### config.mk
export PLATFORM = sky130hd
export DESIGN_NAME = des_key_sched
export DESIGN_NICKNAME = d
export VERILOG_FILES = /design/src/rtl/des_ks_pkg.sv /design/src/rtl/des_ks_rotor.sv /design/src/rtl/des_ks_pc2.sv /design/src/rtl/des_ks_round_ctr.sv /design/src/rtl/des_key_sched.sv
export SDC_FILE = /design/constraint.sdc
export NUM_CORES = 1
export LEC_CHECK = 0
export BUFFER_PORTS_ARGS = -buffer_cell sky130_fd_sc_hd__buf_4
export CAP_MARGIN = 20
export CORE_MARGIN = 2
export CORE_UTILIZATION = 60
export DETAILED_ROUTE_END_ITERATION = 10
export GPL_ROUTABILITY_DRIVEN = 0
export PLACE_DENSITY = 0.86
export SLEW_MARGIN = 20
export SYNTH_ARGS = -nofsm -noshare
export SYNTH_HDL_FRONTEND = slang
export SYNTH_SLANG_ARGS = --single-unit
### constraint.sdc
create_clock -name clk -period 4.95 [get_ports clk]
set_input_delay 0.99 -clock clk [delete_from_list [all_inputs] [get_ports clk]]
set_output_delay 0.99 -clock clk [all_outputs]
set_load 0.1 [all_outputs]
### src/rtl/des_ks_pkg.sv
package des_ks_pkg;

   // Permuted Choice 2: entry k names the 1-based bit of {C,D} for key bit k+1
   localparam int PC2_TAB [48] = '{
      14, 17, 11, 24,  1,  5,  3, 28, 15,  6, 21, 10,
      23, 19, 12,  4, 26,  8, 16,  7, 27, 20, 13,  2,
      41, 52, 31, 37, 47, 55, 30, 40, 51, 45, 33, 48,
      44, 49, 39, 56, 34, 53, 46, 42, 50, 36, 29, 32
   };

   // rotation applied on entering round r (1-based)
   function automatic logic [1:0] sched_amt(input int r);
      case (r)
         1, 2, 9, 16: sched_amt = 2'd1;
         default:     sched_amt = 2'd2;
      endcase
   endfunction

endpackage

### src/rtl/des_ks_rotor.sv
module des_ks_rotor #(
   parameter int W     = 28,
   parameter int MAXSH = 2,
   localparam int AW   = $clog2(MAXSH + 1)
) (
   input  logic [W-1:0]  x,
   input  logic [AW-1:0] amt,
   input  logic          left,
   output logic [W-1:0]  y
);
   logic [W-1:0] lrot [MAXSH+1];
   logic [W-1:0] rrot [MAXSH+1];

   if (MAXSH < 1 || MAXSH >= W) begin : g_bad_sh
      $error("des_ks_rotor: MAXSH out of range");
   end

   for (genvar k = 0; k <= MAXSH; k++) begin : g_amt
      if (k == 0) begin : g_zero
         assign lrot[k] = x;
         assign rrot[k] = x;
      end else begin : g_nz
         assign lrot[k] = {x[W-1-k:0], x[W-1:W-k]};
         assign rrot[k] = {x[k-1:0], x[W-1:k]};
      end
   end

   always_comb begin
      y = x;
      for (int k = 0; k <= MAXSH; k++) begin
         if (amt == AW'(k)) y = left ? lrot[k] : rrot[k];
      end
   end
endmodule

### src/rtl/des_ks_pc2.sv
module des_ks_pc2 #(
   parameter int HALF_W = 28,
   parameter int KEY_W  = 48
) (
   input  logic [HALF_W-1:0] c_half,
   input  logic [HALF_W-1:0] d_half,
   output logic [KEY_W-1:0]  key
);
   import des_ks_pkg::*;
   localparam int CD_W = 2 * HALF_W;
   logic [CD_W-1:0] cd;

   if (HALF_W != 28 || KEY_W != 48) begin : g_bad_w
      $error("des_ks_pc2: selection table fixes HALF_W=28 and KEY_W=48");
   end

   assign cd = {c_half, d_half};

   for (genvar k = 0; k < KEY_W; k++) begin : g_tap
      assign key[KEY_W-1-k] = cd[CD_W - PC2_TAB[k]];
   end
endmodule

### src/rtl/des_ks_round_ctr.sv
module des_ks_round_ctr #(
   parameter int ROUNDS = 16,
   parameter int MAXSH  = 2,
   localparam int RW    = $clog2(ROUNDS + 1),
   localparam int AW    = $clog2(MAXSH + 1)
) (
   input  logic          clk,
   input  logic          rst_n,
   input  logic          start,
   input  logic          enc_in,
   input  logic          adv,
   output logic [RW-1:0] round,
   output logic          done,
   output logic          mode_q,
   output logic          upd,
   output logic [AW-1:0] rot_amt,
   output logic          rot_left
);
   import des_ks_pkg::*;

   logic active, step, finish;

   if (ROUNDS != 16) begin : g_bad_rounds
      $error("des_ks_round_ctr: the shift schedule covers 16 rounds");
   end

   assign active = (round != '0) && !done;
   assign step   = adv && !start && active && (round < RW'(ROUNDS));
   assign finish = adv && !start && active && (round == RW'(ROUNDS));
   assign upd    = start || step;

   always_comb begin
      rot_left = start ? 1'b1 : mode_q;
      if (start)
         rot_amt = enc_in ? AW'(1) : AW'(0);
      else if (step)
         rot_amt = mode_q ? AW'(sched_amt(int'(round) + 1))
                          : AW'(sched_amt(ROUNDS + 1 - int'(round)));
      else
         rot_amt = '0;
   end

   always_ff @(posedge clk or negedge rst_n) begin
      if (!rst_n) begin
         round  <= '0;
         done   <= 1'b0;
         mode_q <= 1'b0;
      end else if (start) begin
         round  <= RW'(1);
         done   <= 1'b0;
         mode_q <= enc_in;
      end else if (step) begin
         round  <= round + RW'(1);
      end else if (finish) begin
         done   <= 1'b1;
      end
   end


   step_inc_chk: assert property (@(posedge clk) disable iff (!rst_n)
      step |=> (round == RW'($past(round) + RW'(1))));

   done_hold_chk: assert property (@(posedge clk) disable iff (!rst_n)
      (done && !start) |=> (done && $stable(round)));

   idle_chk: assert property (@(posedge clk) disable iff (!rst_n)
      ((round == '0) && !start) |=> (round == '0));

   start_wins_chk: assert property (@(posedge clk) disable iff (!rst_n)
      start |=> ((round == RW'(1)) && !done));

   mode_hold_chk: assert property (@(posedge clk) disable iff (!rst_n)
      !start |=> $stable(mode_q));
endmodule

### src/rtl/des_key_sched.sv
module des_key_sched #(
   parameter int HALF_W = 28,
   parameter int KEY_W  = 48,
   parameter int ROUNDS = 16,
   localparam int RW    = $clog2(ROUNDS + 1)
) (
   input  logic              clk,
   input  logic              rst_n,
   input  logic              start,
   input  logic              enc_mode,
   input  logic [HALF_W-1:0] c_load,
   input  logic [HALF_W-1:0] d_load,
   input  logic              adv,
   output logic [KEY_W-1:0]  round_key,
   output logic [RW-1:0]     round_num,
   output logic              done
);
   localparam int MAXSH = 2;
   localparam int AW    = $clog2(MAXSH + 1);

   logic          mode_q, upd, rot_left;
   logic [AW-1:0] rot_amt;
   logic [HALF_W-1:0] half_q   [2];
   logic [HALF_W-1:0] half_src [2];
   logic [HALF_W-1:0] half_nxt [2];
   logic [HALF_W-1:0] loads    [2];

   assign loads[0] = c_load;
   assign loads[1] = d_load;

   des_ks_round_ctr #(.ROUNDS(ROUNDS), .MAXSH(MAXSH)) ctr_i (
      .clk(clk), .rst_n(rst_n), .start(start), .enc_in(enc_mode), .adv(adv),
      .round(round_num), .done(done), .mode_q(mode_q), .upd(upd),
      .rot_amt(rot_amt), .rot_left(rot_left)
   );

   for (genvar h = 0; h < 2; h++) begin : g_half
      assign half_src[h] = start ? loads[h] : half_q[h];

      des_ks_rotor #(.W(HALF_W), .MAXSH(MAXSH)) rot_i (
         .x(half_src[h]), .amt(rot_amt), .left(rot_left), .y(half_nxt[h])
      );

      always_ff @(posedge clk or negedge rst_n) begin
         if (!rst_n)   half_q[h] <= '0;
         else if (upd) half_q[h] <= half_nxt[h];
      end
   end

   des_ks_pc2 #(.HALF_W(HALF_W), .KEY_W(KEY_W)) pc2_i (
      .c_half(half_q[0]), .d_half(half_q[1]), .key(round_key)
   );


   key_hold_chk: assert property (@(posedge clk) disable iff (!rst_n)
      (done && !start) |=> $stable(round_key));

   idle_key_chk: assert property (@(posedge clk) disable iff (!rst_n)
      (!start && !adv) |=> $stable(round_key));

   reset_key_chk: assert property (@(posedge clk) disable iff (!rst_n)
      (round_num == '0) |-> (round_key == '0));

   mode_latch_chk: assert property (@(posedge clk) disable iff (!rst_n)
      start |=> (mode_q == $past(enc_mode)));
endmodule

==> impl_metrics.toml, run 1 <==
[yosys]
ys_types = 46
netlist.area_leader.share = 0.2746
netlist_instances = 756
yosysTopAreaCell = "dfrtp_1"
synth_edf_count = 0
syn_nets = 822
ys.flop_type = "dfrtp_1"
ys_ff_latch = 63
synth_area_per_cell_um2 = 7.595
synth-seq-area-share = 0.2746
async_reset_ff_frac = 1.000
syn_area_um2 = 5742
yosys_warnings = 0
yosys-top-cells-area = "dfrtp_1, mux2i_1, a21oi_1"

[clock_tree]
numCtsBuffers = 9
cts_root_buffer = "clkbuf_8"
post_cts_buffers = 0
cts_buffer_depth = 2
post_cts_resized = 0
hold_buffers = 0
clock-sinks = 63
cts_tree = "built"
path_clk_slew_ns = 0.08
h-tree-depth = 3
clk_latency_ns = 0.34

[die]
fp.dieW_um = 101.8
rows = 35
core_um2 = 9284
dieHeight_um = 101.8
pin_count = 115
start_util = 0.6185
die_area_um2 = 10370

[sta]
rsz0062_at_grt = "false"
drv_slew = 0
fin_crit_ns = 3.162
max_freq_mhz = 316.3
hold_violations = 0
setup_ws_ns = 1.788
worst_slew_pin_slew_ns = 0.8802
period_share = 0.6387
max_slew_margin = 0.4123
tns_ns = 0
clock_skew_ns = 0.01024
setup-violations-final = 0

[final_layout]
utilization = 0.6778
finalNetCount = 841
n_fill_cell = 800
final_cell_mix = "buf_4, nand2_1, a21oi_1"
diodes = 0
layout_commonest_cell = "buf_4"
drive_gt1_frac = 0.2026
area_growth_pct = 9.588

[pwr]
p_sw_uw = 1832
p_comb_frac = 0.619
clkPwrFrac = 0.121
ir_drop_mv = 0.3968
power_density_nw_per_um2 = 506.7
p_leak_uw = 0.002787
p_seq_frac = 0.261
switching_share = 0.5747
internal-power_uw = 1356

[worst_setup_path]
worstSetupPathType = "input pin to flop"
crit_path_max_incr_delay_ns = 0.68
cp-start-kind = "input pin"
end_kind = "flop"
critPathRequiredTime_ns = 5.16
crit_chain = "buf_4 > or4_4 > nand2_4 > a32o_1 > mux2_2"
path_max_fanout = 73
slowest_stage = "or4_4"
critical_path_arrival_ns = 3.37

[worst_hold_path]
hp-class = "flop to flop"

[routing]
drt_iter0_drc = 652
drc = 0
wl_per_cell_um = 17.49
final_antenna_net_count = 0
drt-vias-per-instance = 6.579
num_vias = 5980
first_pass_iters = 6
wirelength_um = 15900

[placed_design]
port_buffers = 114
place_ws_ns = 1.531
dp_hpwl_um = 10220

[flow_run]
maxCapViolations = 0

[global_route]
grt_pass1_wl_um = 25890
antenna_found_initial = 0
grtUsageTotal = 0.3036
grt_pass1_vias = 5547
overflow = 0
grt_max_degree = 89

[status]
status = "finished clean"
power groups by stage:
stage,registers (µW),logic (µW),clock network (µW)
final,831,1970,385
after global routing,848,2070,413
after CTS,823,1960,391
after detailed placement,830,1960,0
after global placement,824,1930,0
after floorplan,802,1740,0
cell families (layout without fill, tap and decap cells):
group	after synthesis	after routing	synth area share
xor gates and xnor gates	3	3	0.004577
and+or+nand+nor	189	189	0.1515
adders and majority gates	5	5	0.01090
DFF	63	63	0.2746
buffers and inverters	147	171	0.1432
muxes	57	57	0.1024
AOI/OAI and AO/OA	292	292	0.3129
worst max-delay path: cells and delay by family:
kind                   cells  cell delay, ns
buffers and inverters      1            0.53
AND/OR/NAND/NOR            2            1.17
multiplexers               1            0.27
AO/OA/AOI/OAI              1            0.37
synth_stat cells (2+ instances only):
master,n
dfrtp_1,63
buf_2,15
o2bb2ai_1,13
o22a_1,7
a21oi_1,82
ha_1,5
inv_1,33
nor2_1,37
a32oi_1,11
mux2_2,14
a22o_1,2
a32o_1,6
buf_1,10
a22oi_1,22
nand2b_1,26
nor2b_1,7
o22ai_1,49
buf_6,7
o21ai_0,77
nor3_1,2
xnor2_1,2
mux2i_1,43
and3_1,10
nand2_1,96
clkbuf_1,29
a21o_1,11
a21boi_0,2
nand3_1,4
a2bb2oi_1,2
buf_4,53
final timing paths:
path                                       startpoint                          to  slack [ns]  depth (start not counted)
setup / recovery                                start      half_q[45]$_DFFE_PN0P_        1.79                          5
hold / removal                 ctr_i.done$_DFFE_PN0P_      ctr_i.done$_DFFE_PN0P_        0.51                          2
setup reg to reg           ctr_i.round[1]$_DFFE_PN0P_      half_q[45]$_DFFE_PN0P_        1.90                          7
hold reg to reg                ctr_i.done$_DFFE_PN0P_      ctr_i.done$_DFFE_PN0P_        0.51                          2
max in group asynchronous                       rst_n    ctr_i.mode_q$_DFFE_PN0P_        3.57                          1
min in group asynchronous                       rst_n  ctr_i.round[0]$_DFFE_PN0P_        0.73                          1
per-stage QoR:
stage               instance area, µm²  instances  hold WS, ns  total power, µW
detailed placement                6136        893       0.5041             2788
floorplan                         5742        756       0.6434             2546
CTS                               6292        909       0.5214             3176
global route                      6292        909       0.5720             3334
global placement                  6128        892       0.4945             2753
finish                            6292        909       0.5133             3188
state kept, by name, summed over array words and instances (netlist names):
name	flops
ctr_i.round	5
ctr_i.mode_q	1
half_q	56
ctr_i.done	1
layer usage:
layer,part of all wire,vias up,GRT usage
met5,0,-,0
met4,0.025,0,0.1405
met3,0.10,46,0.03625
met2,0.47,394,0.4696
met1,0.40,2832,0.4273
li1,-,2708,-
final cells by class:
| type | instances | area, µm² | area share |
|---|---|---|---|
| well taps | 129 | 161.4 | 0.02565 |
| clock inverters | 5 | 25.02 | 0.003977 |
| inverters | 33 | 123.9 | 0.01969 |
| repair buffers | 122 | 928.4 | 0.1475 |
| clock buffers | 11 | 131.4 | 0.02088 |
| flip-flops and latches | 63 | 1578 | 0.2507 |
| multi-input cells | 546 | 3344 | 0.5315 |
(Power assumes the default switching activity.)
==> inputs of run 2 (changes only) <==
- CORE_UTILIZATION: 60 -> 51
- PLACE_DENSITY: 0.86 -> 0.78
- clock period: 4.95 -> 2.87 ns (I/O delays scaled with it)
==> impl_metrics.toml, run 2 (same netlist as run 1, synthesis figures left out) <==
[status]
status = "finished clean"

[routing]
drt_iter0_drc = 666
drt-vias-per-instance = 6.358
final_antenna_net_count = 0
num_vias = 5875
drc = 0
first_pass_iters = 5
wirelength_um = 16630
wl_per_cell_um = 18.00

[global_route]
grt_pass1_wl_um = 26420
overflow = 0
grtUsageTotal = 0.2724
antenna_found_initial = 0
grt_max_degree = 94
grt_pass1_vias = 5504

[pwr]
p_comb_frac = 0.574
p_leak_uw = 0.002884
switching_share = 0.5393
clkPwrFrac = 0.189
p_sw_uw = 3224
power_density_nw_per_um2 = 918.3
p_seq_frac = 0.237
internal-power_uw = 2755
ir_drop_mv = 0.6374

[die]
die_area_um2 = 12120
dieHeight_um = 110.1
fp.dieW_um = 110.1
core_um2 = 10940
start_util = 0.5251
pin_count = 115
rows = 38

[worst_setup_path]
reg2reg_slack_ns = 0.27
critPathRequiredTime_ns = 3.08
cp-start-kind = "flop"
worstSetupPathType = "flop to flop"
rr_worst_depth = 7
path_max_fanout = 47
critical_path_arrival_ns = 2.81
end_kind = "flop"

[final_layout]
drive_gt1_frac = 0.2105
final_cells = 924
regMostFlops = "half_q"
largestRegisters = "half_q (56), ctr_i.round (5)"
finalNetCount = 846
diodes = 0
n_fill_cell = 992
area_growth_pct = 13.40
final_cell_mix = "buf_4, nand2_1, a21oi_1"
layout_commonest_cell = "buf_4"
largest_reg_flops = 56

[sta]
tns_ns = 0
setup-violations-final = 0
worst_slew_pin_slew_ns = 0.8524
max_freq_mhz = 385.2
drv_slew = 0
max_slew_margin = 0.4317
period_share = 0.9046
fin_crit_ns = 2.596
hold_violations = 0
rsz0062_at_grt = "false"
clock_skew_ns = 0.006418

[flow_run]
maxCapViolations = 0

[clock_tree]
post_cts_buffers = 0
path_clk_slew_ns = 0.06
clock-sinks = 63
numCtsBuffers = 9
cts_buffer_depth = 2
cts_tree = "built"
h-tree-depth = 3
clk_latency_ns = 0.33
hold_buffers = 0
cts_root_buffer = "clkbuf_16"
post_cts_resized = 0

[placed_design]
dp_hpwl_um = 10790
dp.cells = 909
port_buffers = 114

[worst_hold_path]
hp-class = "input pin to async pin"
==> run 2: cell types whose count changed in the layout (fill, tap and decap cells not counted) <==
cell | before | now
clkbuf_8 | 9 | 2
clkbuf_1 | 2 | 0
clkbuf_16 | 0 | 9
buf_12 | 1 | 3
buf_4 | 121 | 124
clkinv_2 | 5 | 3
dfrtp_1 | 62 | 61
dfrtp_2 | 1 | 2
bufinv_16 | 0 | 1
==> run 2: worst max-delay path, stage by stage (launching register included) <==
cell and delay [ns]:
dfrtp_1 0.47, inv_1 0.10, ha_1 0.26, nor3b_2 0.20, or4_4 0.56, buf_4 0.31, a32o_1 0.29, mux2_2 0.26
==> run 2: power by group through the flow <==
stage                     Combinational, µW  Sequential (µW)  Clock, µW
after floorplan                        3010             1380          0
after global placement                 3360             1410          0
after detailed placement               3410             1420          0
after CTS                              3420             1410       1130
after global routing                   3610             1450       1170
final                                  3430             1420       1130
==> run 2: area by class of cell <==
type | count | area [µm²] | area share
multi-input cells | 546 | 3344 | 0.5136
flip-flops and latches | 63 | 1579 | 0.2425
repair buffers | 127 | 991.0 | 0.1522
clock buffers | 11 | 252.7 | 0.03882
well taps | 140 | 175.2 | 0.02690
inverters | 33 | 123.9 | 0.01902
clock inverters | 4 | 45.04 | 0.006918
==> run 2: path summary, 6_finish.rpt <==
check / startpoint / to
max in group asynchronous: rst_n / ctr_i.mode_q$_DFFE_PN0P_
max: ctr_i.round[0]$_DFFE_PN0P_ / half_q[3]$_DFFE_PN0P_
min in group clk: start / ctr_i.mode_q$_DFFE_PN0P_
min: rst_n / half_q[12]$_DFFE_PN0P_
min reg2reg: ctr_i.done$_DFFE_PN0P_ / ctr_i.done$_DFFE_PN0P_
max reg2reg: ctr_i.round[0]$_DFFE_PN0P_ / half_q[3]$_DFFE_PN0P_
==> run 2: routing by layer <==
| metal | wire length [µm] | vias to the layer above | global-route usage |
|---|---|---|---|
| met5 | 0 | - | 0 |
| met4 | 332 | 0 | 0.1054 |
| met3 | 1674 | 32 | 0.03762 |
| met2 | 8104 | 379 | 0.4592 |
| met1 | 6518 | 2744 | 0.3537 |
| li1 | - | 2720 | - |
==> run 2: per-stage QoR <==
| stage | setup slack, ns | area, µm² | hold slack [ns] | power [µW] | util |
|---|---|---|---|---|---|
| floorplan | 0.02533 | 5743 | 0.2784 | 4391 | - |
| global placement | 0.4183 | 6213 | 0.5446 | 4775 | 0.5682 |
| detailed placement | 0.3116 | 6213 | 0.5654 | 4828 | 0.5682 |
| CTS | 0.2963 | 6511 | 0.3980 | 5954 | 0.5954 |
| global route | 0.1793 | 6511 | 0.4427 | 6225 | 0.5954 |
| finish | 0.2739 | 6511 | 0.3473 | 5979 | 0.5954 |
